**src/rtl/dir_pkg.sv**
```systemverilog
`timescale 1ns/1ps
package dir_pkg;
    typedef enum logic [2:0] {
        ST_UNOWNED  = 3'd0,
        ST_SHARED   = 3'd1,
        ST_EXCL     = 3'd2,
        ST_POISONED = 3'd3,
        ST_PEND_WB  = 3'd4,
        ST_PEND_ACK = 3'd5
    } dir_state_e;

    localparam logic [2:0] OP_READ     = 3'd0;
    localparam logic [2:0] OP_WRITE    = 3'd1;
    localparam logic [2:0] OP_WB       = 3'd2;
    localparam logic [2:0] OP_ACK      = 3'd3;
    localparam logic [2:0] OP_POISON   = 3'd4;
    localparam logic [2:0] OP_UNPOISON = 3'd5;

    typedef enum logic [2:0] {
        RS_GRANT_SHR  = 3'd0,
        RS_GRANT_EXCL = 3'd1,
        RS_NACK       = 3'd2,
        RS_BUSERR     = 3'd3,
        RS_DONE       = 3'd4,
        RS_ACCEPT     = 3'd5
    } dir_rsp_e;
endpackage

```
**src/rtl/dir_store.sv**
```systemverilog
`timescale 1ns/1ps
module dir_store
    import dir_pkg::*;
#(
    parameter int NBLK   = 16,
    parameter int NNODE  = 4,
    parameter int BLK_W  = $clog2(NBLK),
    parameter int NODE_W = $clog2(NNODE)
) (
    input  logic              clk,
    input  logic              rst_n,
    input  logic [BLK_W-1:0]  rd_blk,
    output dir_state_e        rd_state,
    output logic [NNODE-1:0]  rd_sharers,
    output logic [NODE_W-1:0] rd_owner,
    input  logic              wr_en,
    input  logic [BLK_W-1:0]  wr_blk,
    input  dir_state_e        wr_state,
    input  logic [NNODE-1:0]  wr_sharers,
    input  logic [NODE_W-1:0] wr_owner
);
    dir_state_e        state_q   [NBLK];
    logic [NNODE-1:0]  sharers_q [NBLK];
    logic [NODE_W-1:0] owner_q   [NBLK];

    for (genvar i = 0; i < NBLK; i++) begin : g_entry
        dir_state_e        state_d;
        logic [NNODE-1:0]  sharers_d;
        logic [NODE_W-1:0] owner_d;
        logic              hit;

        always_comb begin
            hit       = wr_en && (wr_blk == BLK_W'(i));
            state_d   = hit ? wr_state   : state_q[i];
            sharers_d = hit ? wr_sharers : sharers_q[i];
            owner_d   = hit ? wr_owner   : owner_q[i];
        end

        always_ff @(posedge clk) begin
            if (!rst_n) begin
                state_q[i]   <= ST_UNOWNED;
                sharers_q[i] <= '0;
                owner_q[i]   <= '0;
            end else begin
                state_q[i]   <= state_d;
                sharers_q[i] <= sharers_d;
                owner_q[i]   <= owner_d;
            end
        end

        // a pending-acknowledge entry always waits on at least one sharer
        assert_pend_list_nonempty_R9: assert property (@(posedge clk) disable iff (!rst_n)
            state_q[i] == ST_PEND_ACK |-> sharers_q[i] != '0);
        // poisoned entries hold nobody
        assert_poisoned_empty_R12: assert property (@(posedge clk) disable iff (!rst_n)
            state_q[i] == ST_POISONED |-> sharers_q[i] == '0);
    end

    always_comb begin
        rd_state   = state_q[rd_blk];
        rd_sharers = sharers_q[rd_blk];
        rd_owner   = owner_q[rd_blk];
    end
endmodule

```
**src/rtl/dir_proto.sv**
```systemverilog
`timescale 1ns/1ps
module dir_proto
    import dir_pkg::*;
#(
    parameter int NNODE  = 4,
    parameter int NODE_W = $clog2(NNODE)
) (
    input  logic [2:0]        op,
    input  logic [NODE_W-1:0] node,
    input  dir_state_e        cur_state,
    input  logic [NNODE-1:0]  cur_sharers,
    input  logic [NODE_W-1:0] cur_owner,
    output logic              wr_en,
    output dir_state_e        nx_state,
    output logic [NNODE-1:0]  nx_sharers,
    output logic [NODE_W-1:0] nx_owner,
    output dir_rsp_e          rsp_code,
    output logic              inv_valid,
    output logic [NNODE-1:0]  inv_mask,
    output logic              intv_valid,
    output logic [NODE_W-1:0] intv_node,
    output logic              poison_done
);
    logic [NNODE-1:0] node_bit;
    logic [NNODE-1:0] owner_bit;
    logic [NNODE-1:0] others;
    logic [NNODE-1:0] remain;
    logic             is_owner;

    always_comb begin
        node_bit  = NNODE'(1) << node;
        owner_bit = NNODE'(1) << cur_owner;
        others    = cur_sharers & ~node_bit;
        remain    = cur_sharers & ~node_bit;
        is_owner  = (node == cur_owner);

        wr_en       = 1'b0;
        nx_state    = cur_state;
        nx_sharers  = cur_sharers;
        nx_owner    = cur_owner;
        rsp_code    = RS_NACK;
        inv_valid   = 1'b0;
        inv_mask    = '0;
        intv_valid  = 1'b0;
        intv_node   = '0;
        poison_done = 1'b0;

        if (op == OP_ACK) begin
            rsp_code = RS_DONE;
            if (cur_state == ST_PEND_ACK && (cur_sharers & node_bit) != '0) begin
                wr_en      = 1'b1;
                nx_sharers = remain;
                if (remain == '0) begin
                    nx_state    = ST_POISONED;
                    poison_done = 1'b1;
                end
            end
        end else begin
            case (cur_state)
                ST_UNOWNED: begin
                    if (op == OP_READ || op == OP_WRITE) begin
                        wr_en      = 1'b1;
                        nx_state   = ST_EXCL;
                        nx_owner   = node;
                        nx_sharers = '0;
                        rsp_code   = RS_GRANT_EXCL;
                    end else if (op == OP_POISON) begin
                        wr_en       = 1'b1;
                        nx_state    = ST_POISONED;
                        rsp_code    = RS_DONE;
                        poison_done = 1'b1;
                    end
                end
                ST_SHARED: begin
                    if (op == OP_READ) begin
                        wr_en      = 1'b1;
                        nx_sharers = cur_sharers | node_bit;
                        rsp_code   = RS_GRANT_SHR;
                    end else if (op == OP_WRITE) begin
                        wr_en      = 1'b1;
                        nx_state   = ST_EXCL;
                        nx_owner   = node;
                        nx_sharers = '0;
                        inv_valid  = (others != '0);
                        inv_mask   = others;
                        rsp_code   = RS_GRANT_EXCL;
                    end else if (op == OP_POISON) begin
                        wr_en     = 1'b1;
                        nx_state  = ST_PEND_ACK;
                        inv_valid = 1'b1;
                        inv_mask  = cur_sharers;
                        rsp_code  = RS_ACCEPT;
                    end
                end
                ST_EXCL: begin
                    if (op == OP_READ || op == OP_WRITE) begin
                        rsp_code = RS_GRANT_EXCL;
                        if (!is_owner) begin
                            wr_en      = 1'b1;
                            intv_valid = 1'b1;
                            intv_node  = cur_owner;
                            if (op == OP_READ) begin
                                nx_state   = ST_SHARED;
                                nx_sharers = node_bit | owner_bit;
                                nx_owner   = '0;
                                rsp_code   = RS_GRANT_SHR;
                            end else begin
                                nx_owner = node;
                            end
                        end
                    end else if (op == OP_WB && is_owner) begin
                        wr_en    = 1'b1;
                        nx_state = ST_UNOWNED;
                        nx_owner = '0;
                        rsp_code = RS_DONE;
                    end else if (op == OP_POISON) begin
                        wr_en      = 1'b1;
                        nx_state   = ST_PEND_WB;
                        intv_valid = 1'b1;
                        intv_node  = cur_owner;
                        rsp_code   = RS_ACCEPT;
                    end
                end
                ST_POISONED: begin
                    if (op == OP_READ || op == OP_WRITE) begin
                        rsp_code = RS_BUSERR;
                    end else if (op == OP_POISON) begin
                        rsp_code = RS_DONE;
                    end else if (op == OP_UNPOISON) begin
                        wr_en      = 1'b1;
                        nx_state   = ST_UNOWNED;
                        nx_sharers = '0;
                        nx_owner   = '0;
                        rsp_code   = RS_DONE;
                    end
                end
                ST_PEND_WB: begin
                    if (op == OP_WB && is_owner) begin
                        wr_en       = 1'b1;
                        nx_state    = ST_POISONED;
                        nx_owner    = '0;
                        nx_sharers  = '0;
                        rsp_code    = RS_DONE;
                        poison_done = 1'b1;
                    end
                end
                default: rsp_code = RS_NACK;
            endcase
        end
    end
endmodule

```
**src/rtl/dir_poison_ctrl.sv**
```systemverilog
`timescale 1ns/1ps
module dir_poison_ctrl
    import dir_pkg::*;
#(
    parameter int NBLK   = 16,
    parameter int NNODE  = 4,
    parameter int BLK_W  = $clog2(NBLK),
    parameter int NODE_W = $clog2(NNODE)
) (
    input  logic              clk,
    input  logic              rst_n,
    input  logic              req_valid,
    input  logic [2:0]        req_op,
    input  logic [NODE_W-1:0] req_node,
    input  logic [BLK_W-1:0]  req_blk,
    output logic              rsp_valid,
    output logic [NODE_W-1:0] rsp_node,
    output logic [2:0]        rsp_code,
    output logic              inv_valid,
    output logic [NNODE-1:0]  inv_mask,
    output logic              intv_valid,
    output logic [NODE_W-1:0] intv_node,
    output logic              poison_done,
    output logic [BLK_W-1:0]  poison_blk
);
    typedef struct packed {
        logic              rsp_valid;
        logic [NODE_W-1:0] rsp_node;
        logic [2:0]        rsp_code;
        logic              inv_valid;
        logic [NNODE-1:0]  inv_mask;
        logic              intv_valid;
        logic [NODE_W-1:0] intv_node;
        logic              poison_done;
        logic [BLK_W-1:0]  poison_blk;
    } out_t;

    out_t out_d, out_q;

    dir_state_e        rd_state, nx_state;
    logic [NNODE-1:0]  rd_sharers, nx_sharers, p_inv_mask;
    logic [NODE_W-1:0] rd_owner, nx_owner, p_intv_node;
    logic              p_wr_en, p_inv_valid, p_intv_valid, p_done;
    dir_rsp_e          p_rsp;

    dir_store #(.NBLK(NBLK), .NNODE(NNODE), .BLK_W(BLK_W), .NODE_W(NODE_W)) u_store (
        .clk        (clk),
        .rst_n      (rst_n),
        .rd_blk     (req_blk),
        .rd_state   (rd_state),
        .rd_sharers (rd_sharers),
        .rd_owner   (rd_owner),
        .wr_en      (p_wr_en && req_valid),
        .wr_blk     (req_blk),
        .wr_state   (nx_state),
        .wr_sharers (nx_sharers),
        .wr_owner   (nx_owner)
    );

    dir_proto #(.NNODE(NNODE), .NODE_W(NODE_W)) u_proto (
        .op          (req_op),
        .node        (req_node),
        .cur_state   (rd_state),
        .cur_sharers (rd_sharers),
        .cur_owner   (rd_owner),
        .wr_en       (p_wr_en),
        .nx_state    (nx_state),
        .nx_sharers  (nx_sharers),
        .nx_owner    (nx_owner),
        .rsp_code    (p_rsp),
        .inv_valid   (p_inv_valid),
        .inv_mask    (p_inv_mask),
        .intv_valid  (p_intv_valid),
        .intv_node   (p_intv_node),
        .poison_done (p_done)
    );

    always_comb begin
        out_d = '0;
        if (req_valid) begin
            out_d.rsp_valid   = 1'b1;
            out_d.rsp_node    = req_node;
            out_d.rsp_code    = p_rsp;
            out_d.inv_valid   = p_inv_valid;
            out_d.inv_mask    = p_inv_mask;
            out_d.intv_valid  = p_intv_valid;
            out_d.intv_node   = p_intv_node;
            out_d.poison_done = p_done;
            out_d.poison_blk  = p_done ? req_blk : '0;
        end
    end

    always_ff @(posedge clk) begin
        if (!rst_n) out_q <= '0;
        else        out_q <= out_d;
    end

    assign rsp_valid   = out_q.rsp_valid;
    assign rsp_node    = out_q.rsp_node;
    assign rsp_code    = out_q.rsp_code;
    assign inv_valid   = out_q.inv_valid;
    assign inv_mask    = out_q.inv_mask;
    assign intv_valid  = out_q.intv_valid;
    assign intv_node   = out_q.intv_node;
    assign poison_done = out_q.poison_done;
    assign poison_blk  = out_q.poison_blk;

    assert_one_rsp_R13: assert property (@(posedge clk) disable iff (!rst_n)
        req_valid |=> rsp_valid && rsp_node == $past(req_node));
    assert_no_rsp_idle_R13: assert property (@(posedge clk) disable iff (!rst_n)
        !req_valid |=> !rsp_valid);
    assert_buserr_on_poisoned_R11: assert property (@(posedge clk) disable iff (!rst_n)
        req_valid && rd_state == ST_POISONED && (req_op == OP_READ || req_op == OP_WRITE)
        |=> rsp_code == RS_BUSERR);
    assert_pending_nack_R10: assert property (@(posedge clk) disable iff (!rst_n)
        req_valid && (rd_state == ST_PEND_WB || rd_state == ST_PEND_ACK)
        && (req_op == OP_READ || req_op == OP_WRITE || req_op == OP_POISON || req_op == OP_UNPOISON)
        |=> rsp_code == RS_NACK && !poison_done);
    assert_done_has_rsp_R8: assert property (@(posedge clk) disable iff (!rst_n)
        poison_done |-> rsp_valid && rsp_code == RS_DONE);
    assert_msg_exclusive_R4: assert property (@(posedge clk) disable iff (!rst_n)
        !(inv_valid && intv_valid));
endmodule

```
**config.mk**
```make
export PLATFORM = sky130hd
export DESIGN_NAME = dir_poison_ctrl
export DESIGN_NICKNAME = d
export VERILOG_FILES = /design/src/rtl/dir_pkg.sv /design/src/rtl/dir_store.sv /design/src/rtl/dir_proto.sv /design/src/rtl/dir_poison_ctrl.sv
export SDC_FILE = /design/constraint.sdc
export NUM_CORES = 1
export LEC_CHECK = 0
export ABC_AREA = 0
export BUFFER_PORTS_ARGS = -buffer_cell sky130_fd_sc_hd__buf_2
export CORE_MARGIN = 4
export CORE_UTILIZATION = 35
export DETAILED_ROUTE_END_ITERATION = 8
export RECOVER_POWER = 25
export SYNTH_ARGS = -nofsm -noshare
export SYNTH_HDL_FRONTEND = slang
export SYNTH_SLANG_ARGS = --single-unit
```
**constraint.sdc**
```tcl
create_clock -name clk -period 10 [get_ports clk]
set_input_delay 2 -clock clk [delete_from_list [all_inputs] [get_ports clk]]
set_output_delay 2 -clock clk [all_outputs]
set_load 0.1 [all_outputs]
```
==> results_dict.tcl <==
set metrics [dict create \
    status "finished, violations left" \
    violations "max-capacitance violations, max-slew violations" \
    timing.critical_path.from "req_blk[1]" \
    intPower_uw 1180 \
    synthXorXnorAreaFrac 0 \
    post_synth_instance_area_sq_mm 0.00877 \
    synthMuxAreaShare 0.0942 \
    reg2reg_from "u_store.state_q[15][1]" \
    clk_pin_slew_ns 0.06 \
    max-slew-margin-rel -0.138 \
    fin_crit_ns 8.01 \
    cts_tree "built" \
    core_sq_mm 0.0245 \
    yosys.area.top_type "edfxtp_1" \
    p_seq_frac 0.462 \
    critPathLaunchType "input pin" \
    finalNetCount 735 \
    hp-class "reg -> reg" \
    postCtsSetupBuffers 0 \
    critPathTopFamily "buffers and inverters" \
    pwr-share-comb 0.163 \
    crit_type "in -> reg" \
    root_buffer "clkbuf_16" \
    p_leak_uw 0.00312 \
    dp.cells 1028 \
    drt_pre_antenna_iters 5 \
    max_stage_delay_ns 1.29 \
    finalMaxSlewViolations 34 \
    min-delay-start "u_store.sharers_q[2][2]" \
    power.density_mw_per_mm2 175 \
    setup_tns_ns 0 \
    ys.flop_type "edfxtp_1" \
    yosysSeqAreaShare 0.536 \
    grt_pass1_wl_microns 39500 \
    reg2reg_to "u_store.sharers_q[4][3]" \
    htreeDepth 4 \
    die-area_sq_mm 0.0277 \
    wire_per_inst_microns 24.7 \
    finalHoldViolCount 0 \
    via_count 6398 \
    path_cells "clkbuf_1 -> clkbuf_1 -> mux4_2 -> nand2_1 -> nand4_1 -> nor4_1 -> and2_0 -> o21a_2 -> o211ai_2 -> buf_4 -> o21ai_0" \
    grt_max_degree 34 \
    cp-endpoint "u_store.sharers_q[4][3]" \
    fin_cells 1060 \
    fp.dieH_microns 166 \
    portBuffers 30 \
    power_switching_share 0.294 \
    slowest_stage "clkbuf_1" \
    drive_above_1_share 0.201 \
    power.share.clock 0.375 \
    track_usage 0.186 \
    worstMarginPinSlew_ns 1.71 \
    ys_ff_latch 163 \
    grt.overflow.total 0 \
    timing.final.crit_share 0.801 \
    crit_path_frequent_cell "clkbuf_1" \
    maxCapViolations 1 \
    required_ns 10.04 \
    grt_antenna_before_repair 0 \
    reg2reg_depth 9 \
    switching_power_uw 491 \
    ant_nets 0 \
    yosys_warnings 0 \
    cp-end-kind "flip-flop" \
    final_core_util 0.390 \
    path_max_fanout 33 \
    cp.arrival_ns 8.04 \
    ys_types 83 \
    synth_top_area_share 0.493 \
    synth_edf_count 144 \
    synth_area_leaders "edfxtp_1 49%, mux4_2 8.2%, dfxtp_1 4.3%, nor2_1 3.1%, o2111ai_4 3.0%" \
    numCtsBuffers 17 \
    synth-simple-area-share 0.124 \
    crit_buf_inv 3 \
    clk-insertion-delay-late_ns 0.43 \
    dpl_cell_area_sq_mm 0.00919 \
    start_util 0.358 \
    synth-async-reset-ratio 0 \
    path_depth 11 \
    cts.sink_count 163 \
    timing.fmax_ghz 0.125 \
    syn_avg_cell_area_sq_um 12.4 \
    synth_top_family_by_area "compound AO/OA/AOI/OAI gates" \
    syn_to_final_growth_pct 8.66 \
    drc 0 \
    rsz0062_at_grt "false" \
    n_antenna_cell 0 \
    ioPinCount 31 \
    vias_per_cell 6.04 \
    final_area_sq_mm 0.00953 \
    wirelength_microns 26100 \
    synth_nets 720 \
    ctsLongestPathBuffers 2 \
    dp_hpwl_microns 17600 \
    gp_congestion 0.953 \
    yosys.area_share.adder 0 \
    setup_viol 0 \
    hold_buffers 0 \
    grt_pass1_vias 6287 \
    r2r_slack_ns 4.97 \
    fp.dieW_microns 166 \
    peakVddDrop_mv 0.118 \
    ctsResizeCount 0 \
    final.setup_skew_ns 0.00905 \
    whs_ns 1.00 \
    drtIter0Drc 737 \
    rows 57 \
    synth_compound_area_frac 0.200 \
    synth_cells 708 \
]
## tightest hold or removal path, delay by kind of cell (launching register included)
kind	cells	cell delay (ns)
flip-flops	1	0.32
AND/OR/NAND/NOR	2	0.21
multiplexers	1	0.26
AO/OA/AOI/OAI	2	0.17
## cells in the mapped netlist (4+ instances only)
library cell / n
inv_1: 10
o211ai_2: 5
mux4_2: 32
a22oi_1: 12
a21oi_2: 12
nor3_1: 37
dfxtp_1: 19
o21ai_0: 27
o21ai_1: 6
edfxtp_1: 144
buf_6: 8
buf_4: 7
o2111ai_4: 10
nor2b_1: 10
mux2i_1: 6
clkbuf_1: 26
nand3_1: 13
a211oi_1: 29
and2_1: 11
mux2_2: 4
a21oi_1: 51
nor2_1: 72
nand2_1: 38
buf_2: 16
nor2_2: 11
and3_1: 6
## per-stage QoR
step                      worst slack, ns  power, uW
after global placement               2.81       1060
after detailed placement             2.58       1060
after global routing                 1.64       1720
after floorplan                      4.61        978
final                                1.99       1670
after CTS                            3.03       1680
## power by group through the flow
stage	registers, uW	logic, uW	clock network, uW
3_3_place_gp	785	276	0
3_5_place_dp	786	276	0
4_1_cts	771	277	631
2_1_floorplan	793	184	0
6_report	771	272	625
5_1_grt	772	287	661
## routing by layer
metal	wire, microns	global-route usage
met1	11000	0.248
met2	12200	0.297
met3	2040	0.0409
met4	969	0.0793
met5	0	0
## placed cells by master, fill, tap and decap left out, types with 3 or more instances in the layout
cell,n
a211oi_1,30
a21o_1,3
a21oi_1,52
a21oi_2,11
a22oi_1,12
a31oi_1,3
a41oi_1,3
and2_0,3
and2_1,10
and3_1,6
and4_1,3
buf_2,9
buf_4,24
clkbuf_1,24
clkbuf_16,17
clkinv_1,3
clkinv_2,4
clkinv_4,4
dfxtp_1,19
edfxtp_1,144
inv_1,10
inv_6,3
mux2_2,4
mux2i_1,6
mux4_2,32
nand2_1,38
nand3_1,13
nand4_1,3
nor2_1,71
nor2_2,12
nor2b_1,10
nor3_1,37
o2111ai_1,10
o211ai_1,3
o211ai_2,5
o21ai_0,27
o21ai_1,6
o32ai_1,3
## final cells by class
type,instances,area [sq um]
fill,2358,14900
inverter,11,41.3
timing repair buffer,57,315
clock inverter,15,130
tap,324,405
multi-input combinational,473,3510
clock buffer,17,425
sequential,163,4700
## kinds of logic (layout without fill, tap and decap cells)
family	after synthesis	count (layout)
AOI/OAI and AO/OA	209	209
buffers and inverters	72	100
DFF	163	163
muxes	42	42
and+or+nand+nor	222	222
## state kept, by name, indices dropped and copies added, names as in the netlist
signal,cells
intv_node,2
intv_valid,1
rsp_node,2
inv_valid,1
poison_blk,4
u_store.state_q,48
rsp_valid,1
u_store.owner_q,32
u_store.sharers_q,64
poison_done,1
inv_mask,4
rsp_code,3
## how the worst min path moves through the flow
stage,to,depth (start not counted)
CTS,inv_mask[2],5
detailed placement,inv_mask[2],5
floorplan,inv_mask[2],5
global placement,inv_mask[2],5
finish,inv_mask[2],5
global route,inv_mask[2],5
Note: power is estimated with default switching activity, not from simulation.
